`config.mk`:
```
export PLATFORM = sky130hd
export DESIGN_NAME = cpu_bus_sequencer
export DESIGN_NICKNAME = d
export VERILOG_FILES = /design/src/rtl/busseq_pkg.sv /design/src/rtl/busseq_addr_gen.sv /design/src/rtl/busseq_phase_timer.sv /design/src/rtl/cpu_bus_sequencer.sv
export SDC_FILE = /design/constraint.sdc
export NUM_CORES = 1
export LEC_CHECK = 0
export BUFFER_PORTS_ARGS = -buffer_cell sky130_fd_sc_hd__buf_2
export CAP_MARGIN = 15
export CORE_UTILIZATION = 45
export DETAILED_ROUTE_END_ITERATION = 10
export PLACE_DENSITY = 0.75
export SYNTH_ARGS = -nofsm -noshare
export SYNTH_HDL_FRONTEND = slang
export SYNTH_SLANG_ARGS = --single-unit
```
`constraint.sdc`:
```
create_clock -name clk -period 2.8 [get_ports clk]
set_clock_uncertainty 0.1 [all_clocks]
set_input_delay 0.42 -clock clk [delete_from_list [all_inputs] [get_ports clk]]
set_output_delay 0.42 -clock clk [all_outputs]
set_load 0.01 [all_outputs]
```
`src/rtl/busseq_pkg.sv`:
```
package busseq_pkg;

    localparam int ADDR_W = 16;
    localparam int DATA_W = 8;
    localparam int SP_W   = 8;
    localparam int OP_W   = 3;

    typedef enum logic [OP_W-1:0] {
        OP_IDLE   = 3'd0,
        OP_FETCH  = 3'd1,
        OP_PUSH   = 3'd2,
        OP_POP    = 3'd3,
        OP_DP_RD  = 3'd4,
        OP_DP_WR  = 3'd5,
        OP_ABS_RD = 3'd6,
        OP_ABS_WR = 3'd7
    } bus_op_e;

    // Everything a cycle needs, fixed at acceptance
    typedef struct packed {
        bus_op_e            op;
        logic [ADDR_W-1:0]  addr;
        logic [DATA_W-1:0]  wdata;
        logic [ADDR_W-1:0]  pc_next;
        logic [SP_W-1:0]    sp_next;
    } cycle_plan_t;

    function automatic logic op_reads(bus_op_e op);
        return (op == OP_FETCH) || (op == OP_POP) ||
               (op == OP_DP_RD) || (op == OP_ABS_RD);
    endfunction

    function automatic logic op_writes(bus_op_e op);
        return (op == OP_PUSH) || (op == OP_DP_WR) || (op == OP_ABS_WR);
    endfunction

endpackage

```
`src/rtl/busseq_addr_gen.sv`:
```
module busseq_addr_gen
    import busseq_pkg::*;
#(
    parameter logic [ADDR_W-SP_W-1:0] STACK_PAGE = 8'h01
) (
    input  bus_op_e             op,
    input  logic [ADDR_W-1:0]   pc,
    input  logic [SP_W-1:0]     sp,
    input  logic                dp_sel,
    input  logic [DATA_W-1:0]   offset,
    input  logic [ADDR_W-1:0]   abs_addr,
    input  logic [DATA_W-1:0]   wdata,
    output cycle_plan_t         plan
);
    localparam int DP_PAD = ADDR_W - DATA_W - 1;

    logic [SP_W-1:0]   sp_inc;
    logic [SP_W-1:0]   sp_dec;
    logic [ADDR_W-1:0] dp_addr;

    assign sp_inc  = sp + SP_W'(1);
    assign sp_dec  = sp - SP_W'(1);
    assign dp_addr = {{DP_PAD{1'b0}}, dp_sel, offset};

    always_comb begin
        plan.op      = op;
        plan.wdata   = wdata;
        plan.pc_next = pc;
        plan.sp_next = sp;
        plan.addr    = '0;
        unique case (op)
            OP_FETCH: begin
                plan.addr    = pc;
                plan.pc_next = pc + ADDR_W'(1);
            end
            OP_PUSH: begin
                plan.addr    = {STACK_PAGE, sp};
                plan.sp_next = sp_dec;
            end
            OP_POP: begin
                plan.addr    = {STACK_PAGE, sp_inc};
                plan.sp_next = sp_inc;
            end
            OP_DP_RD, OP_DP_WR:   plan.addr = dp_addr;
            OP_ABS_RD, OP_ABS_WR: plan.addr = abs_addr;
            default:              plan.addr = '0;
        endcase
    end

endmodule

```
`src/rtl/busseq_phase_timer.sv`:
```
module busseq_phase_timer #(
    parameter int CYC_LEN   = 24,
    parameter int SAMPLE_AT = 12
) (
    input  logic clk,
    input  logic rst,
    input  logic start,
    output logic busy,
    output logic sample_now,
    output logic post_sample,
    output logic last_now
);
    localparam int CW   = $clog2(CYC_LEN);
    localparam int LAST = CYC_LEN - 1;

    logic [CW-1:0] cnt_q;
    logic          busy_q;

    always_ff @(posedge clk) begin
        if (rst) begin
            busy_q <= 1'b0;
            cnt_q  <= '0;
        end else if (!busy_q) begin
            if (start) begin
                busy_q <= 1'b1;
                cnt_q  <= '0;
            end
        end else if (cnt_q == CW'(LAST)) begin
            busy_q <= 1'b0;
            cnt_q  <= '0;
        end else begin
            cnt_q <= cnt_q + CW'(1);
        end
    end

    assign busy        = busy_q;
    assign sample_now  = busy_q && (cnt_q == CW'(SAMPLE_AT - 1));
    assign post_sample = busy_q && (cnt_q == CW'(SAMPLE_AT));
    assign last_now    = busy_q && (cnt_q == CW'(LAST));

    // a fresh cycle always starts from phase zero
    p_start_phase_r2: assert property (@(posedge clk) disable iff (rst)
        $rose(busy_q) |-> (cnt_q == '0));

    // the last phase always closes the cycle
    p_last_closes_r2: assert property (@(posedge clk) disable iff (rst)
        last_now |=> !busy_q);

    // the phase counter never runs past the cycle
    p_phase_bound_r2: assert property (@(posedge clk) disable iff (rst)
        busy_q |-> (cnt_q <= CW'(LAST)));

endmodule

```
`src/rtl/cpu_bus_sequencer.sv`:
```
module cpu_bus_sequencer
    import busseq_pkg::*;
#(
    parameter int                     CYC_LEN    = 24,
    parameter int                     SAMPLE_AT  = 12,
    parameter logic [ADDR_W-SP_W-1:0] STACK_PAGE = 8'h01
) (
    input  logic                clk,
    input  logic                rst,
    input  logic                req_valid,
    input  logic [OP_W-1:0]     req_op,
    input  logic [DATA_W-1:0]   req_offset,
    input  logic [ADDR_W-1:0]   req_addr,
    input  logic [DATA_W-1:0]   req_wdata,
    input  logic [ADDR_W-1:0]   pc_in,
    input  logic [SP_W-1:0]     sp_in,
    input  logic                dp_sel,
    output logic                busy,
    output logic                done,
    output logic [ADDR_W-1:0]   bus_addr,
    output logic                bus_rd,
    output logic                bus_wr,
    output logic [DATA_W-1:0]   bus_wdata,
    input  logic [DATA_W-1:0]   bus_rdata,
    output logic [DATA_W-1:0]   rdata_out,
    output logic                rdata_valid,
    output logic [ADDR_W-1:0]   pc_out,
    output logic [SP_W-1:0]     sp_out,
    output logic                tick
);
    cycle_plan_t       plan_d;
    cycle_plan_t       plan_q;
    logic              accept;
    logic              sample_now;
    logic              post_sample;
    logic              last_now;
    logic [DATA_W-1:0] rdata_q;
    logic              cur_rd;
    logic              cur_wr;

    busseq_addr_gen #(.STACK_PAGE(STACK_PAGE)) u_agen (
        .op       (bus_op_e'(req_op)),
        .pc       (pc_in),
        .sp       (sp_in),
        .dp_sel   (dp_sel),
        .offset   (req_offset),
        .abs_addr (req_addr),
        .wdata    (req_wdata),
        .plan     (plan_d)
    );

    busseq_phase_timer #(.CYC_LEN(CYC_LEN), .SAMPLE_AT(SAMPLE_AT)) u_timer (
        .clk         (clk),
        .rst         (rst),
        .start       (req_valid),
        .busy        (busy),
        .sample_now  (sample_now),
        .post_sample (post_sample),
        .last_now    (last_now)
    );

    assign accept = req_valid && !busy;

    always_ff @(posedge clk) begin
        if (rst) begin
            plan_q <= '0;
        end else if (accept) begin
            plan_q <= plan_d;
        end
    end

    assign cur_rd = op_reads(plan_q.op);
    assign cur_wr = op_writes(plan_q.op);

    always_ff @(posedge clk) begin
        if (rst) begin
            rdata_q <= '0;
        end else if (sample_now && cur_rd) begin
            rdata_q <= bus_rdata;
        end
    end

    assign bus_addr    = plan_q.addr;
    assign bus_wdata   = plan_q.wdata;
    assign pc_out      = plan_q.pc_next;
    assign sp_out      = plan_q.sp_next;
    assign bus_rd      = sample_now && cur_rd;
    assign bus_wr      = last_now && cur_wr;
    assign rdata_out   = rdata_q;
    assign rdata_valid = post_sample && cur_rd;
    assign tick        = last_now;
    assign done        = last_now;

    // the two strobes never meet
    p_strobe_excl_r5: assert property (@(posedge clk) disable iff (rst)
        !(bus_rd && bus_wr));

    // the address is frozen for the whole cycle
    p_addr_hold_r2: assert property (@(posedge clk) disable iff (rst)
        (busy && $past(busy)) |-> $stable(bus_addr));

    // valid data always directly follows a read strobe
    p_valid_after_rd_r4: assert property (@(posedge clk) disable iff (rst)
        rdata_valid |-> $past(bus_rd));

    // each tick ends the cycle in flight
    p_tick_ends_r6: assert property (@(posedge clk) disable iff (rst)
        tick |=> !busy);

    // stack traffic stays in the stack page
    p_stack_page_r8: assert property (@(posedge clk) disable iff (rst)
        (busy && (plan_q.op == OP_POP || plan_q.op == OP_PUSH))
            |-> (bus_addr[ADDR_W-1:SP_W] == STACK_PAGE));

    // strobes only inside a cycle
    p_strobe_busy_r6: assert property (@(posedge clk) disable iff (rst)
        (bus_rd || bus_wr || tick) |-> busy);

endmodule

```
==> impl_metrics.env <==
export IMPL_synth_simple_area_share_pct=21.6
export IMPL_critical_path_required_ns=2.28
export IMPL_syn2layout_area_growth_pct=16.2
export IMPL_r2r_setup_slack_ns=0.94
export IMPL_root_buffer="clkbuf_8"
export IMPL_cts_hold_buf=0
export IMPL_arrival_ns=1.81
export IMPL_hp_class="in2reg"
export IMPL_startpoint="u_timer.cnt_q[0]$_SDFFE_PP0P_"
export IMPL_rows=32
export IMPL_start_util_pct=47.3
export IMPL_cts_resized_gates=0
export IMPL_setup_violations=0
export IMPL_endpoint="bus_rd"
export IMPL_post_cts_buffers=0
export IMPL_critical_path_class="reg2out"
export IMPL_tns_ns=0
export IMPL_cp_start_kind="flip-flop"
export IMPL_cts_tree="yes"
export IMPL_overflow=0
export IMPL_synth_compound_area_share_pct=17.1
export IMPL_ir_worst_vdd_uv=272
export IMPL_fmax_mhz=429
export IMPL_timing_rr_start="u_timer.busy$_SDFF_PP0_"
export IMPL_synth_mux_area_share_pct=3.02
export IMPL_slew_violations=0
export IMPL_nets=614
export IMPL_pin_count=133
export IMPL_synth_fa_ha_area_share_pct=2.01
export IMPL_finish_instance_area_sq_um=4340
export IMPL_insertion_delay_ns=0.34
export IMPL_synthTopCellsByArea="dfxtp_1 (35%), buf_4 (9.9%), nor2_1 (5.3%)"
export IMPL_utilization_pct=55.0
export IMPL_ys_seq_area_share_pct=34.9
export IMPL_ys_warnings_count=0
export IMPL_yosysTopAreaCellShare_pct=34.9
export IMPL_synth_cell_area_sq_um=3730
export IMPL_fp_dieW_um=93.1
export IMPL_wl_per_cell_um=15.0
export IMPL_cp_max_fo=9
export IMPL_firstDrtPassIters=5
export IMPL_dp_hpwl_um=7400
export IMPL_cts_clk_slew_worst_paths_ns=0.08
export IMPL_final_hold_violation_count=0
export IMPL_grt_pass1_wl_um=15500
export IMPL_regArea_sq_um=1300
export IMPL_die_area_sq_um=8660
export IMPL_rsz0062_at_grt="false"
export IMPL_pwr_density_cell_nw_per_um2=536
export IMPL_grt_max_degree=38
export IMPL_synth_edff_count=0
export IMPL_ys_flop_type="dfxtp_1"
export IMPL_slowest_stage="nor2_2"
export IMPL_r2r_end="bus_addr[6]$_SDFFE_PP0P_"
export IMPL_status="finished clean"
export IMPL_via_per_inst=5.38
export IMPL_drtAntennaViolNets=0
export IMPL_gr_usage_all_layers_pct=22.8
export IMPL_drc=0
export IMPL_synth_cell_type_count=47
export IMPL_maxSlewHeadroom_pct=57.1
export IMPL_cts_buffers=9
export IMPL_clockBufferDepth=2
export IMPL_dpl_cell_area_sq_um=4110
export IMPL_core_sq_um=7890
export IMPL_path_cells="ha_1, nand3b_1, nor2_2, buf_2"
export IMPL_synth_nets=545
export IMPL_synth_top_family_by_area="simple AND/OR/NAND/NOR gates"
export IMPL_htree_levels=3
export IMPL_post_route_period_util_pct=83.3
export IMPL_ys_seq_elements=65
export IMPL_syn_inst=468
export IMPL_drt_wl_total_um=9660
export IMPL_fin_crit_ns=2.33
export IMPL_p_leak_nw=1.87
export IMPL_synthArstFlopShare_pct=0
export IMPL_cts_num_sinks=65
export IMPL_synth_xor_area_share_pct=6.57
export IMPL_gp_congestion=0.890
export IMPL_antenna_found_initial=0
export IMPL_multiInputGateArea_sq_um=1880
export IMPL_reg2regPathDepth=6
export IMPL_syn_area_per_cell_sq_um=7.98
export IMPL_die_h_um=93.1
export IMPL_fillers=747
export IMPL_drive_gt1_share_pct=30.8
export IMPL_cap_violations=0
export IMPL_max_slew_worst_pin_slew_ns=0.643
export IMPL_grt_pass1_vias=3226
export IMPL_drt_iter0_drc=215
export IMPL_vias=3471
export IMPL_cpPeakStageDelay_ns=0.45
export IMPL_worstSetupEndpointType="output pin"
export IMPL_portBuffers=132
export IMPL_synth_top_area_cell="dfxtp_1"
==> layout by cell type (no fill, tap or decap), types with 3 or more instances in the layout <==
cell type / synthesis / final
ha_1: 6 / 6
nand3b_1: 3 / 3
a221oi_1: 11 / 11
nor2_1: 53 / 53
nand2b_1: 4 / 4
a211oi_1: 18 / 18
or3_1: 3 / 3
a22oi_1: 3 / 3
clkbuf_8: 0 / 9
buf_4: 49 / 8
nor3_1: 18 / 18
dfxtp_1: 65 / 65
nand3_1: 14 / 14
nand4_1: 6 / 6
buf_2: 1 / 132
nand2_1: 50 / 50
xnor2_1: 14 / 14
a222oi_1: 3 / 3
nor2b_1: 6 / 5
a21oi_1: 27 / 27
inv_1: 9 / 9
a311oi_1: 6 / 6
inv_6: 0 / 3
o21ai_0: 12 / 12
xor2_1: 14 / 14
mux2i_1: 9 / 9
==> routing by layer <==
metal	GRT usage, %	share of wire [%]	up-vias
met5	0	0	-
met4	8.59	1.8	0
met3	4.96	7.7	14
met2	36.8	47	149
met1	29.8	43	1580
li1	-	-	1728
==> stage by stage <==
stage               setup WS [ns]  total power, mW  hold slack (ns)  instances
floorplan                   0.724             1.32            0.332        468
global route                0.338             2.44            0.198        644
global placement            0.583             1.42            0.340        628
detailed placement          0.526             1.43            0.352        628
CTS                         0.460             2.35            0.191        644
finish                      0.468             2.33            0.206        645
==> where the power goes <==
| group | switching [mW] | internal, mW | total [mW] |
|---|---|---|---|
| Sequential | 0.0323 | 0.978 | 1.01 |
| Clock | 0.406 | 0.509 | 0.915 |
| Combinational | 0.231 | 0.170 | 0.401 |
==> cell type report <==
class	count	area share, %
antenna	1	0.0577
clock buffer	9	2.86
clock inverter	7	2.28
inverter	10	0.894
multi-input combinational	309	43.4
sequential	65	30.0
tap	102	2.94
timing repair buffer	142	17.5
==> logic make-up (layout without fill, tap and decap cells) <==
| kind of cell | Yosys count | in the layout |
|---|---|---|
| buf+inv | 94 | 168 |
| fa+ha+maj | 6 | 6 |
| other cells | 0 | 1 |
| compound gates | 92 | 92 |
| mux | 11 | 11 |
| simple gates | 172 | 172 |
| flops | 65 | 65 |
| xor+xnor | 28 | 28 |
==> state kept, by name (all words and copies together), names as in the netlist <==
register       cells
u_timer.cnt_q      5
u_timer.busy       1
rdata_out          8
bus_addr          16
sp_out             8
pc_out            16
bus_wdata          8
plan_q             3
==> critical path: cells and delay by family (launching register included) <==
kind                     cells  cell delay [ns]
flip-flops                   1             0.40
AND/OR/NAND/NOR              2             0.58
buffers and inverters        1             0.23
adder cells (fa/ha/maj)      1             0.25
==> how the worst min path moves through the flow <==
stage / from / end / slack (ns) / depth (start not counted)
3_5_place_dp: bus_addr[4]$_SDFFE_PP0P_ / bus_addr[4]$_SDFFE_PP0P_ / 0.35 / 2
6_report: bus_rdata[2] / rdata_out[2]$_SDFFE_PP0P_ / 0.21 / 3
5_1_grt: bus_rdata[3] / rdata_out[3]$_SDFFE_PP0P_ / 0.20 / 3
2_1_floorplan: plan_q[49]$_SDFFE_PP0P_ / plan_q[49]$_SDFFE_PP0P_ / 0.33 / 2
4_1_cts: bus_rdata[2] / rdata_out[2]$_SDFFE_PP0P_ / 0.19 / 3
3_3_place_gp: plan_q[49]$_SDFFE_PP0P_ / plan_q[49]$_SDFFE_PP0P_ / 0.34 / 2
==> synth_stat cells, types with 3 or more instances <==
cell type	n
a211oi_1	18
a21oi_1	27
a221oi_1	11
a222oi_1	3
a22oi_1	3
a311oi_1	6
buf_1	5
buf_4	49
clkbuf_1	27
dfxtp_1	65
ha_1	6
inv_1	9
mux2i_1	9
nand2_1	50
nand2b_1	4
nand3_1	14
nand3b_1	3
nand4_1	6
nor2_1	53
nor2b_1	6
nor3_1	18
o21ai_0	12
or3_1	3
xnor2_1	14
xor2_1	14
Power figures use the tool's default switching activity.
